===== config.mk =====
export PLATFORM = sky130hd
export DESIGN_NAME = byte_wlock_unit
export DESIGN_NICKNAME = d
export VERILOG_FILES = /design/src/rtl/bwl_pkg.sv /design/src/rtl/bwl_addr_decode.sv /design/src/rtl/bwl_lane_guard.sv /design/src/rtl/bwl_lock_bank.sv /design/src/rtl/byte_wlock_unit.sv
export SDC_FILE = /design/constraint.sdc
export NUM_CORES = 1
export LEC_CHECK = 0
export BUFFER_PORTS_ARGS = -buffer_cell sky130_fd_sc_hd__buf_2
export CORE_MARGIN = 2
export CORE_UTILIZATION = 57
export DETAILED_ROUTE_END_ITERATION = 16
export GPL_ROUTABILITY_DRIVEN = 0
export HOLD_SLACK_MARGIN = 0.12
export PLACE_DENSITY = 0.88
export SLEW_MARGIN = 40
export SYNTH_ARGS = -nofsm -noshare
export SYNTH_HDL_FRONTEND = slang
export SYNTH_SLANG_ARGS = --single-unit
export TNS_END_PERCENT = 20

===== constraint.sdc =====
create_clock -name clk -period 4.3 [get_ports clk]
set_input_delay 0.86 -clock clk [delete_from_list [all_inputs] [get_ports clk]]
set_output_delay 0.86 -clock clk [all_outputs]
set_load 0.005 [all_outputs]

===== src/rtl/bwl_pkg.sv =====
package bwl_pkg;
    localparam int LANES  = 4;
    localparam int BYTE_W = 8;
    localparam int DATA_W = LANES * BYTE_W;

    typedef enum logic [1:0] {
        WIN_DIRECT = 2'd0,
        WIN_MIRROR = 2'd1,
        WIN_LOCK   = 2'd2,
        WIN_NONE   = 2'd3
    } win_e;
endpackage


===== src/rtl/bwl_addr_decode.sv =====
module bwl_addr_decode
    import bwl_pkg::*;
#(
    parameter int NUM_BYTES = 64,
    localparam int WIN_AW = $clog2(NUM_BYTES),
    localparam int AW     = WIN_AW + 2,
    localparam int WW     = WIN_AW - 2,
    localparam int LOCK_WORDS = NUM_BYTES / 16
) (
    input  logic [AW-1:0] addr,
    output win_e          win,
    output logic [WW-1:0] word
);
    logic [1:0] sel;

    always_comb begin
        sel  = addr[AW-1:AW-2];
        word = addr[WIN_AW-1:2];
        win  = win_e'(sel);
        // lock window holds only NUM_BYTES/4 byte registers
        if (win == WIN_LOCK && int'(word) >= LOCK_WORDS) begin
            win = WIN_NONE;
        end
    end
endmodule


===== src/rtl/bwl_lane_guard.sv =====
module bwl_lane_guard
    import bwl_pkg::*;
#(
    parameter int NUM_BYTES = 64,
    localparam int WIN_AW = $clog2(NUM_BYTES),
    localparam int WW     = WIN_AW - 2,
    localparam int LW     = WIN_AW - 4
) (
    input  logic [NUM_BYTES-1:0] lock,
    input  logic [WW-1:0]        word,
    output logic [LANES-1:0]     lane_lock,
    output logic [DATA_W-1:0]    lock_rd
);
    for (genvar j = 0; j < LANES; j++) begin : g_lane
        localparam logic [1:0] JS = 2'(j);
        assign lane_lock[j] = lock[{word, JS}];
        for (genvar m = 0; m < 4; m++) begin : g_bit
            localparam logic [1:0] MS = 2'(m);
            // lock bit m sits at bit 3-m; enable bits read zero
            assign lock_rd[j*BYTE_W + 3 - m] = lock[{word[LW-1:0], JS, MS}];
            assign lock_rd[j*BYTE_W + 7 - m] = 1'b0;
        end
    end
endmodule


===== src/rtl/bwl_lock_bank.sv =====
module bwl_lock_bank
    import bwl_pkg::*;
#(
    parameter int NUM_BYTES = 64,
    localparam int WIN_AW = $clog2(NUM_BYTES),
    localparam int LW     = WIN_AW - 4
) (
    input  logic                 clk,
    input  logic                 rst_n,
    input  logic [NUM_BYTES-1:0] set_mask,
    input  logic                 ctl_we,
    input  logic [LW-1:0]        ctl_word,
    input  logic [LANES-1:0]     ctl_be,
    input  logic [DATA_W-1:0]    ctl_wdata,
    output logic [NUM_BYTES-1:0] lock_q
);
    logic [NUM_BYTES-1:0] lock_d;

    always_comb begin
        lock_d = lock_q | set_mask;
        if (ctl_we) begin
            for (int j = 0; j < LANES; j++) begin
                for (int m = 0; m < 4; m++) begin
                    if (ctl_be[j] && ctl_wdata[j*BYTE_W + 7 - m]) begin
                        lock_d[{ctl_word, 2'(j), 2'(m)}] = ctl_wdata[j*BYTE_W + 3 - m];
                    end
                end
            end
        end
    end

    always_ff @(posedge clk or negedge rst_n) begin
        if (!rst_n) lock_q <= '0;
        else        lock_q <= lock_d;
    end

    AST_LOCK_CLEAR_NEEDS_CTL: assert property (@(posedge clk) disable iff (!rst_n)
        ((~lock_q & $past(lock_q)) != '0) |-> $past(ctl_we));
    AST_MIRROR_SETS_LOCK: assert property (@(posedge clk) disable iff (!rst_n)
        (set_mask != '0) |=> ((lock_q & $past(set_mask)) == $past(set_mask)));
    AST_LOCK_RISE_SOURCE: assert property (@(posedge clk) disable iff (!rst_n)
        ((lock_q & ~$past(lock_q)) != '0) |-> $past(ctl_we || (set_mask != '0)));
endmodule


===== src/rtl/byte_wlock_unit.sv =====
module byte_wlock_unit
    import bwl_pkg::*;
#(
    parameter int NUM_BYTES = 64,
    localparam int WIN_AW = $clog2(NUM_BYTES),
    localparam int AW     = WIN_AW + 2,
    localparam int WW     = WIN_AW - 2,
    localparam int LW     = WIN_AW - 4
) (
    input  logic              clk,
    input  logic              rst_n,
    input  logic              bus_req,
    input  logic              bus_wr,
    input  logic              bus_sup,
    input  logic [AW-1:0]     bus_addr,
    input  logic [3:0]        bus_be,
    input  logic [31:0]       bus_wdata,
    output logic [31:0]       bus_rdata,
    output logic              bus_err,
    output logic [WW-1:0]     prot_raddr,
    input  logic [31:0]       prot_rdata,
    output logic [3:0]        prot_we,
    output logic [WW-1:0]     prot_waddr,
    output logic [31:0]       prot_wdata
);
    typedef struct packed {
        logic [LANES-1:0]  we;
        logic [WW-1:0]     waddr;
        logic [DATA_W-1:0] wdata;
        logic [DATA_W-1:0] rdata;
        logic              err;
        logic              lockrd;
    } st_t;

    st_t st_d, st_q;

    win_e                 win;
    logic [WW-1:0]        word;
    logic [NUM_BYTES-1:0] lock_q;
    logic [NUM_BYTES-1:0] set_mask;
    logic [LANES-1:0]     lane_lock;
    logic [LANES-1:0]     lane_ok;
    logic [DATA_W-1:0]    lock_rd;
    logic                 is_wr, is_rd, prot_win, ctl_we;

    bwl_addr_decode #(.NUM_BYTES(NUM_BYTES)) u_dec (
        .addr (bus_addr),
        .win  (win),
        .word (word)
    );

    bwl_lane_guard #(.NUM_BYTES(NUM_BYTES)) u_guard (
        .lock      (lock_q),
        .word      (word),
        .lane_lock (lane_lock),
        .lock_rd   (lock_rd)
    );

    bwl_lock_bank #(.NUM_BYTES(NUM_BYTES)) u_bank (
        .clk       (clk),
        .rst_n     (rst_n),
        .set_mask  (set_mask),
        .ctl_we    (ctl_we),
        .ctl_word  (word[LW-1:0]),
        .ctl_be    (bus_be),
        .ctl_wdata (bus_wdata),
        .lock_q    (lock_q)
    );

    assign prot_raddr = word;

    always_comb begin
        is_wr    = bus_req && bus_wr;
        is_rd    = bus_req && !bus_wr;
        prot_win = (win == WIN_DIRECT) || (win == WIN_MIRROR);
        lane_ok  = bus_be & ~lane_lock;
        ctl_we   = is_wr && (win == WIN_LOCK) && bus_sup;

        set_mask = '0;
        if (is_wr && win == WIN_MIRROR) begin
            for (int j = 0; j < LANES; j++) begin
                if (lane_ok[j]) set_mask[{word, 2'(j)}] = 1'b1;
            end
        end

        st_d        = st_q;
        st_d.we     = (is_wr && prot_win) ? lane_ok : '0;
        st_d.waddr  = is_wr ? word : st_q.waddr;
        st_d.wdata  = is_wr ? bus_wdata : st_q.wdata;
        st_d.rdata  = '0;
        if (is_rd) begin
            if (prot_win)              st_d.rdata = prot_rdata;
            else if (win == WIN_LOCK)  st_d.rdata = lock_rd;
        end
        st_d.err    = is_wr && ((prot_win && ((bus_be & lane_lock) != '0))
                                || (win == WIN_LOCK && !bus_sup));
        st_d.lockrd = is_rd && (win == WIN_LOCK);
    end

    always_ff @(posedge clk or negedge rst_n) begin
        if (!rst_n) st_q <= '0;
        else        st_q <= st_d;
    end

    assign prot_we    = st_q.we;
    assign prot_waddr = st_q.waddr;
    assign prot_wdata = st_q.wdata;
    assign bus_rdata  = st_q.rdata;
    assign bus_err    = st_q.err;

    AST_WE_FROM_WRITE: assert property (@(posedge clk) disable iff (!rst_n)
        (prot_we != '0) |-> $past(bus_req && bus_wr));
    AST_WE_SKIPS_LOCKED: assert property (@(posedge clk) disable iff (!rst_n)
        (prot_we != '0) |-> (($past(lane_lock) & prot_we) == '0));
    AST_ERR_FROM_WRITE: assert property (@(posedge clk) disable iff (!rst_n)
        bus_err |-> $past(bus_req && bus_wr));
    AST_LOCK_RD_ENABLE_ZERO: assert property (@(posedge clk) disable iff (!rst_n)
        st_q.lockrd |-> ((bus_rdata & 32'hF0F0_F0F0) == '0));
    AST_USER_NO_LOCK_WRITE: assert property (@(posedge clk) disable iff (!rst_n)
        (bus_req && bus_wr && !bus_sup && win == WIN_LOCK) |=> bus_err);
endmodule


== After elaboration in Yosys (flattened, before gate mapping) ==
Cells that the tools add are included.

* Input port bits: 81
* Word-level logic and storage cells: 250
* Bits in read-only memories: 0
* RAM bits: 0
* Flip-flop bits (word level): 137
* Memories: 0
* Bits in latches: 0

* Mux-type cells: 141
* Multiply operators: 0
* Magnitude comparators: 41
* Reduce and logical (&&, ||, !) cells: 52
* Bitwise operators: 7
* Div/mod/pow operators: 0
* Add/sub/neg operators: 0
* Equality and inequality tests: 3
* Shift-type cells: 0

{| class="wikitable"
|+ Operators with widths
! kind !! count
|-
| two-way mux 64 bit || 39
|-
| bitwise mux 64 bit || 16
|-
| less-than comparator 6 x 7 -> 1 bit, second input constant || 20
|-
| OR 64 bit || 2
|-
| >= comparator 6 x 1 -> 1 bit, second input constant || 20
|-
| two-way mux 32 bit || 2
|-
| OR 64 x 62 -> 64 bit || 1
|-
| OR 64 x 63 -> 64 bit || 1
|-
| two-way mux 61 bit || 1
|-
| logical AND 1 bit || 46
|-
| two-way mux 1 bit || 40
|-
| binary-select mux 1 bit (select 2 bit) || 16
|-
| demux 1 bit (select 2 bit) || 16
|-
| two-way mux 28 bit || 1
|-
| binary-select mux 1 bit (select 4 bit) || 4
|-
| demux 1 bit (select 4 bit) || 4
|-
| bitwise AND 4 bit || 2
|-
| == test 2 bit, second input constant || 2
|-
| >= comparator 4 x 3 -> 1 bit, second input constant || 1
|-
| two-way mux 4 bit || 1
|-
| inverter 4 bit || 1
|-
| nonzero test 4 bit || 1
|-
| == test 2 x 1 -> 1 bit, second input constant || 1
|-
| zero test 1 bit || 2
|-
| other kinds (3) || 4
|}

== Logic depth before layout (Yosys ltp) ==
* Word-level depth: 64
* Depth in mapped cells: 9
* Gate-level depth less buffers: 6

== Hierarchy ==
From an unflattened synthesis, not the netlist that was laid out.

* Cell total of the unflattened synthesis: 728
* Area, all modules: 7,759.9 µm²

{| class="wikitable"
|+ By module, submodules not included
! module !! sequential area each (µm²) !! cells each !! instances !! area each (µm²)
|-
| byte_wlock_unit || 1,826.8 || 342 || 1 || 3,693.5
|-
| bwl_lock_bank || 1,601.5 || 303 || 1 || 2,961.6
|-
| bwl_lane_guard || 0.0 || 76 || 1 || 1,059.8
|-
| bwl_addr_decode || 0.0 || 7 || 1 || 45.0
|}

== Worst setup path after synthesis ==
OpenSTA, ideal clock, no wires.

* Path kind: input port to flip-flop
* Start point: in bus_addr[4]
* End point: reg u_bank.lock_q[48]
* Library setup time: 0.076 ns
* Arrival: 2.365 ns
* Stages on the path: 7
* Path slack: 1.859 ns
* Path through: buf_2 > mux4_2 > mux2_2 > mux2i_4 > nand2_4 > buf_6 > o21ai_2

* Word-level cells in the longest chain between the ends: 64

{| class="wikitable"
|+ RTL lines
! item !! RTL line !! text
|-
| from (decl) || byte_wlock_unit.sv:15 || <nowiki>input logic [AW-1:0] bus_addr,</nowiki>
|-
| less-than comparator 6 x 7 -> 1 bit (not written as such), or another cell as far along || byte_wlock_unit.sv:82 || <nowiki>if (lane_ok[j]) set_mask[{word, 2'(j)}] = 1'b1;</nowiki>
|-
| logical AND 1 bit (not written as such) / two-way mux 1 bit (equally long branches) || byte_wlock_unit.sv:82, bwl_lane_guard.sv:16 ||
|-
| two-way mux 1 bit (not written as such) / inverter 4 bit (equally long branches) || byte_wlock_unit.sv:82, byte_wlock_unit.sv:76 ||
|-
| demux 1 bit (select 4 bit) / bitwise AND 4 bit (equally long branches) || byte_wlock_unit.sv:82, byte_wlock_unit.sv:76 ||
|-
| two-way mux 61 bit || byte_wlock_unit.sv:82 ||
|-
| two-way mux 64 bit || byte_wlock_unit.sv:80 || <nowiki>if (is_wr && win == WIN_MIRROR) begin</nowiki>
|-
| OR 64 x 62 -> 64 bit (no line) || n/a ||
|-
| two-way mux 64 bit || byte_wlock_unit.sv:82 ||
|-
| [... 49 more ...] || n/a ||
|-
| two-way mux 64 bit || bwl_lock_bank.sv:21 || <nowiki>if (ctl_we) begin</nowiki>
|-
| bitwise mux 64 bit || bwl_lock_bank.sv:25 || <nowiki>lock_d[{ctl_word, 2'(j), 2'(m)}] = ctl_wdata[j*BYTE_W + 3 - m];</nowiki>
|-
| two-way mux 64 bit || bwl_lock_bank.sv:24 || <nowiki>if (ctl_be[j] && ctl_wdata[j*BYTE_W + 7 - m]) begin</nowiki>
|-
| two-way mux 64 bit || bwl_lock_bank.sv:21 ||
|-
| bitwise mux 64 bit || bwl_lock_bank.sv:25 ||
|-
| two-way mux 64 bit || bwl_lock_bank.sv:24 ||
|-
| two-way mux 64 bit (*) || bwl_lock_bank.sv:21 ||
|-
| via u_bank.lock_d[48] || bwl_lock_bank.sv:17 || <nowiki>logic [NUM_BYTES-1:0] lock_d;</nowiki>
|-
| to (signal assigned) || bwl_lock_bank.sv:34 || <nowiki>else lock_q <= lock_d;</nowiki>
|-
| to (decl) || bwl_lock_bank.sv:15 || <nowiki>output logic [NUM_BYTES-1:0] lock_q</nowiki>
|}

The timed path passes the listed nets; every way through them passes the cells marked *. The select of a mux whose other input is x is not followed.
A chain may end at the register's enable or synchronous reset.

== Worst setup path after layout ==
* Start point: in bus_addr[2]
* End point: reg u_bank.lock_q[30]

* Word-level cells in the longest chain between the ends: 61

{| class="wikitable"
|+ RTL lines
! item !! RTL line !! text
|-
| binary-select mux 1 bit (select 4 bit) || bwl_lane_guard.sv:16 || <nowiki>assign lane_lock[j] = lock[{word, JS}];</nowiki>
|-
| two-way mux 1 bit (not written as such) || bwl_lane_guard.sv:16 ||
|-
| inverter 4 bit || byte_wlock_unit.sv:76 || <nowiki>lane_ok = bus_be & ~lane_lock;</nowiki>
|-
| bitwise AND 4 bit || byte_wlock_unit.sv:76 ||
|-
| two-way mux 64 bit || byte_wlock_unit.sv:82 ||
|-
| two-way mux 64 bit || byte_wlock_unit.sv:80 ||
|-
| OR 64 x 63 -> 64 bit (no line) || n/a ||
|-
| two-way mux 64 bit || byte_wlock_unit.sv:82 ||
|-
| [... 46 more ...] || n/a ||
|-
| two-way mux 64 bit || bwl_lock_bank.sv:21 ||
|-
| bitwise mux 64 bit || bwl_lock_bank.sv:25 ||
|-
| two-way mux 64 bit || bwl_lock_bank.sv:24 ||
|-
| two-way mux 64 bit || bwl_lock_bank.sv:21 ||
|-
| bitwise mux 64 bit || bwl_lock_bank.sv:25 ||
|-
| two-way mux 64 bit || bwl_lock_bank.sv:24 ||
|-
| two-way mux 64 bit (*) || bwl_lock_bank.sv:21 ||
|-
| via u_bank.lock_d[30] || bwl_lock_bank.sv:17 ||
|}

Marks and branches as above.

==> results.json <==
{
  "io_pins": 158,
  "vias": 5870,
  "netlist_instances": 645,
  "htreeDepth": 4,
  "layout_common_cells": "buf_2 (154), nand2_1 (144), dfrtp_1 (137)",
  "remaining_drc_errors": 0,
  "nFillCells": 791,
  "reg2reg_from": "u_bank.lock_q[51]",
  "wirelength_um": 19600,
  "critPathCaptureType": "flip-flop",
  "layout.nets": 873,
  "portBuffers": 155,
  "globalRouteOverflowTotal": 0,
  "min_path_type": "input port to asynchronous set/reset pin",
  "dr.pass1.iters": 6,
  "via_per_inst": 6.17,
  "crit_arrival_ns": 3.06,
  "finalSetupViolCount": 0,
  "layout-drive-gt1-share_pct": 30.8,
  "cp.required_ns": 4.64,
  "ys_ff_latch": 137,
  "worst-slew-pin-transition_ns": 0.839,
  "area_growth_pct": 21.3,
  "hold_viol_final": 0,
  "numCtsBuffers": 17,
  "yosysTopAreaCell": "dfrtp_1",
  "die_w_um": 114,
  "finClkSkew_ns": 0.00814,
  "highest_layer": "met4",
  "synth_fp_nets": 726,
  "synth_area_leaders": "dfrtp_1 (50%), mux2i_1 (11%), mux4_2 (8.6%)",
  "tns_ns": 0,
  "crit_start": "bus_addr[2]",
  "cts_hold_buf": 0,
  "cts_tree": "yes",
  "rsz0062_at_grt": "no",
  "dp_hpwl_um": 13900,
  "ys_seq_area_share_pct": 50.1,
  "post_cts_buffers": 0,
  "syn_avg_cell_area_um2": 10.6,
  "cap_viol_max_count": 0,
  "worstSetupStartpointType": "input port",
  "fin_total_pwr_w": 0.00335,
  "leakage_nw": 3.94,
  "cts_buffer_depth": 2,
  "cts_root_buf": "clkbuf_16",
  "grt_pass1_vias": 5961,
  "diodes": 0,
  "period_share_pct": 63.2,
  "status": "complete, no violations",
  "crit_fanout": 22,
  "cts_resized": 0,
  "slew_viol_final": 0,
  "ant_nets": 0,
  "grt_pass1_wl_um": 30800,
  "wire_per_inst_um": 20.5,
  "r2r_slack_ns": 2.29,
  "ir_worst_vdd_v": 0.000198,
  "critPathKind": "input port to flip-flop",
  "clk_latency_ns": 0.43,
  "dr_wl_met3_um": 2100,
  "num_rows": 40,
  "track_usage_pct": 31.4,
  "syn_area_um2": 6840,
  "drt_iter0_markers": 725,
  "pre_cts_slack_ns": 1.18,
  "setup_slack_ns": 1.58,
  "antenna_found_initial": 0,
  "worst_r2r_endpoint": "u_bank.lock_q[19]",
  "p_per_area_nw_per_um2": 404,
  "cts_sinks": 137,
  "synthDistinctLibCells": 37,
  "final_common_cell": "buf_2",
  "die_y_um": 114,
  "dieArea_um2": 12900,
  "wl_met1_um": 7410,
  "r2r.worst_path.cells": 5,
  "fin_area_um2": 8300,
  "fin_crit_ns": 2.72,
  "synth_warnings": 0,
  "dr_wl_met2_um": 9290,
  "yosysTopAreaCellShare_pct": 50.1,
  "fmax_ghz": 0.368,
  "clkTransAtPathRegs_ns": 0.06,
  "coreArea_um2": 11900,
  "start_util_pct": 57.7,
  "relSlewSlack_pct": 44.1,
  "endpoint": "u_bank.lock_q[30]",
  "dpl_cell_area_um2": 7690,
  "grt_max_degree": 115
}
## layout make-up
| class | count | area [um^2] | share of cell area, % |
|---|---|---|---|
| clock buffer | 20 | 457 | 5.51 |
| clock inverter | 12 | 124 | 1.49 |
| multi-input combinational | 468 | 3200 | 38.6 |
| sequential | 137 | 3430 | 41.3 |
| tap | 147 | 184 | 2.22 |
| timing repair buffer | 168 | 903 | 10.9 |
## worst min path at each step
stage,slack (ns),endpoint,depth (start not counted),start
2_1_floorplan,0.47,prot_wdata[0],2,prot_wdata[0]
3_3_place_gp,0.45,prot_wdata[23],2,prot_wdata[23]
3_5_place_dp,0.46,prot_waddr[1],2,prot_waddr[1]
4_1_cts,0.47,prot_waddr[1],2,prot_waddr[1]
5_1_grt,0.33,prot_wdata[5],1,rst_n
6_report,0.31,prot_wdata[5],1,rst_n
## synth_stat cells
| cell | number |
|---|---|
| a211o_1 | 1 |
| a211oi_1 | 1 |
| a22o_1 | 16 |
| and2_1 | 17 |
| and3b_1 | 2 |
| and4_1 | 4 |
| buf_1 | 2 |
| buf_2 | 16 |
| buf_4 | 5 |
| buf_6 | 4 |
| clkbuf_1 | 13 |
| dfrtp_1 | 137 |
| mux2_2 | 4 |
| mux2_4 | 2 |
| mux2i_1 | 72 |
| mux2i_4 | 1 |
| mux4_1 | 2 |
| mux4_2 | 26 |
| nand2_1 | 144 |
| nand2_2 | 2 |
| nand2_4 | 1 |
| nand2b_1 | 5 |
| nand3_1 | 7 |
| nand3b_1 | 2 |
| nand4_1 | 4 |
| nand4b_1 | 1 |
| nor2_1 | 77 |
| nor2b_1 | 2 |
| nor3b_1 | 2 |
| nor4_1 | 1 |
| nor4b_2 | 1 |
| o211ai_2 | 1 |
| o21ai_0 | 3 |
| o21ai_1 | 53 |
| o21ai_2 | 10 |
| o22ai_1 | 3 |
| or2_1 | 1 |
## critical path, stage by stage
cell,delay [ns]
buf_2,0.45
buf_4,0.34
mux4_2,0.56
mux2i_1,0.15
nand2_1,0.07
o21ai_1,0.14
nand2_2,0.25
o21ai_1,0.23
## through the flow
stage	util, %	hold WS (ns)	instances
after CTS	69.7	0.471	951
after global placement	64.8	0.452	919
after global routing	69.9	0.331	952
after detailed placement	64.8	0.457	919
final	69.9	0.312	952
after floorplan	-	0.470	645
## power breakdown
group | leakage, nW | internal [W] | switching, W
registers | 1.82 | 0.00139 | 0.0000729
clock network | 0.278 | 0.000878 | 0.000550
logic | 1.84 | 0.000199 | 0.000259
## per-layer routing
| metal | vias to the layer above | GRT usage, % |
|---|---|---|
| met5 | - | 0 |
| met4 | 0 | 16.2 |
| met3 | 85 | 8.40 |
| met2 | 419 | 49.6 |
| met1 | 2827 | 40.2 |
| li1 | 2539 | - |
## logic make-up (layout without fill, tap and decap cells)
| family | count (synthesis) | after routing | synth area share [%] |
|---|---|---|---|
| and+or+nand+nor | 273 | 273 | 17.3 |
| muxes | 107 | 107 | 21.3 |
| AOI/OAI and AO/OA | 88 | 88 | 8.12 |
| buffers and inverters | 40 | 200 | 3.20 |
| DFF | 137 | 137 | 50.1 |
## registers in the layout, indices dropped and copies added, names as in the netlist
signal	cells
bus_err	1
bus_rdata	32
prot_waddr	4
prot_wdata	32
prot_we	4
u_bank.lock_q	64
(Power assumes the default switching activity.)
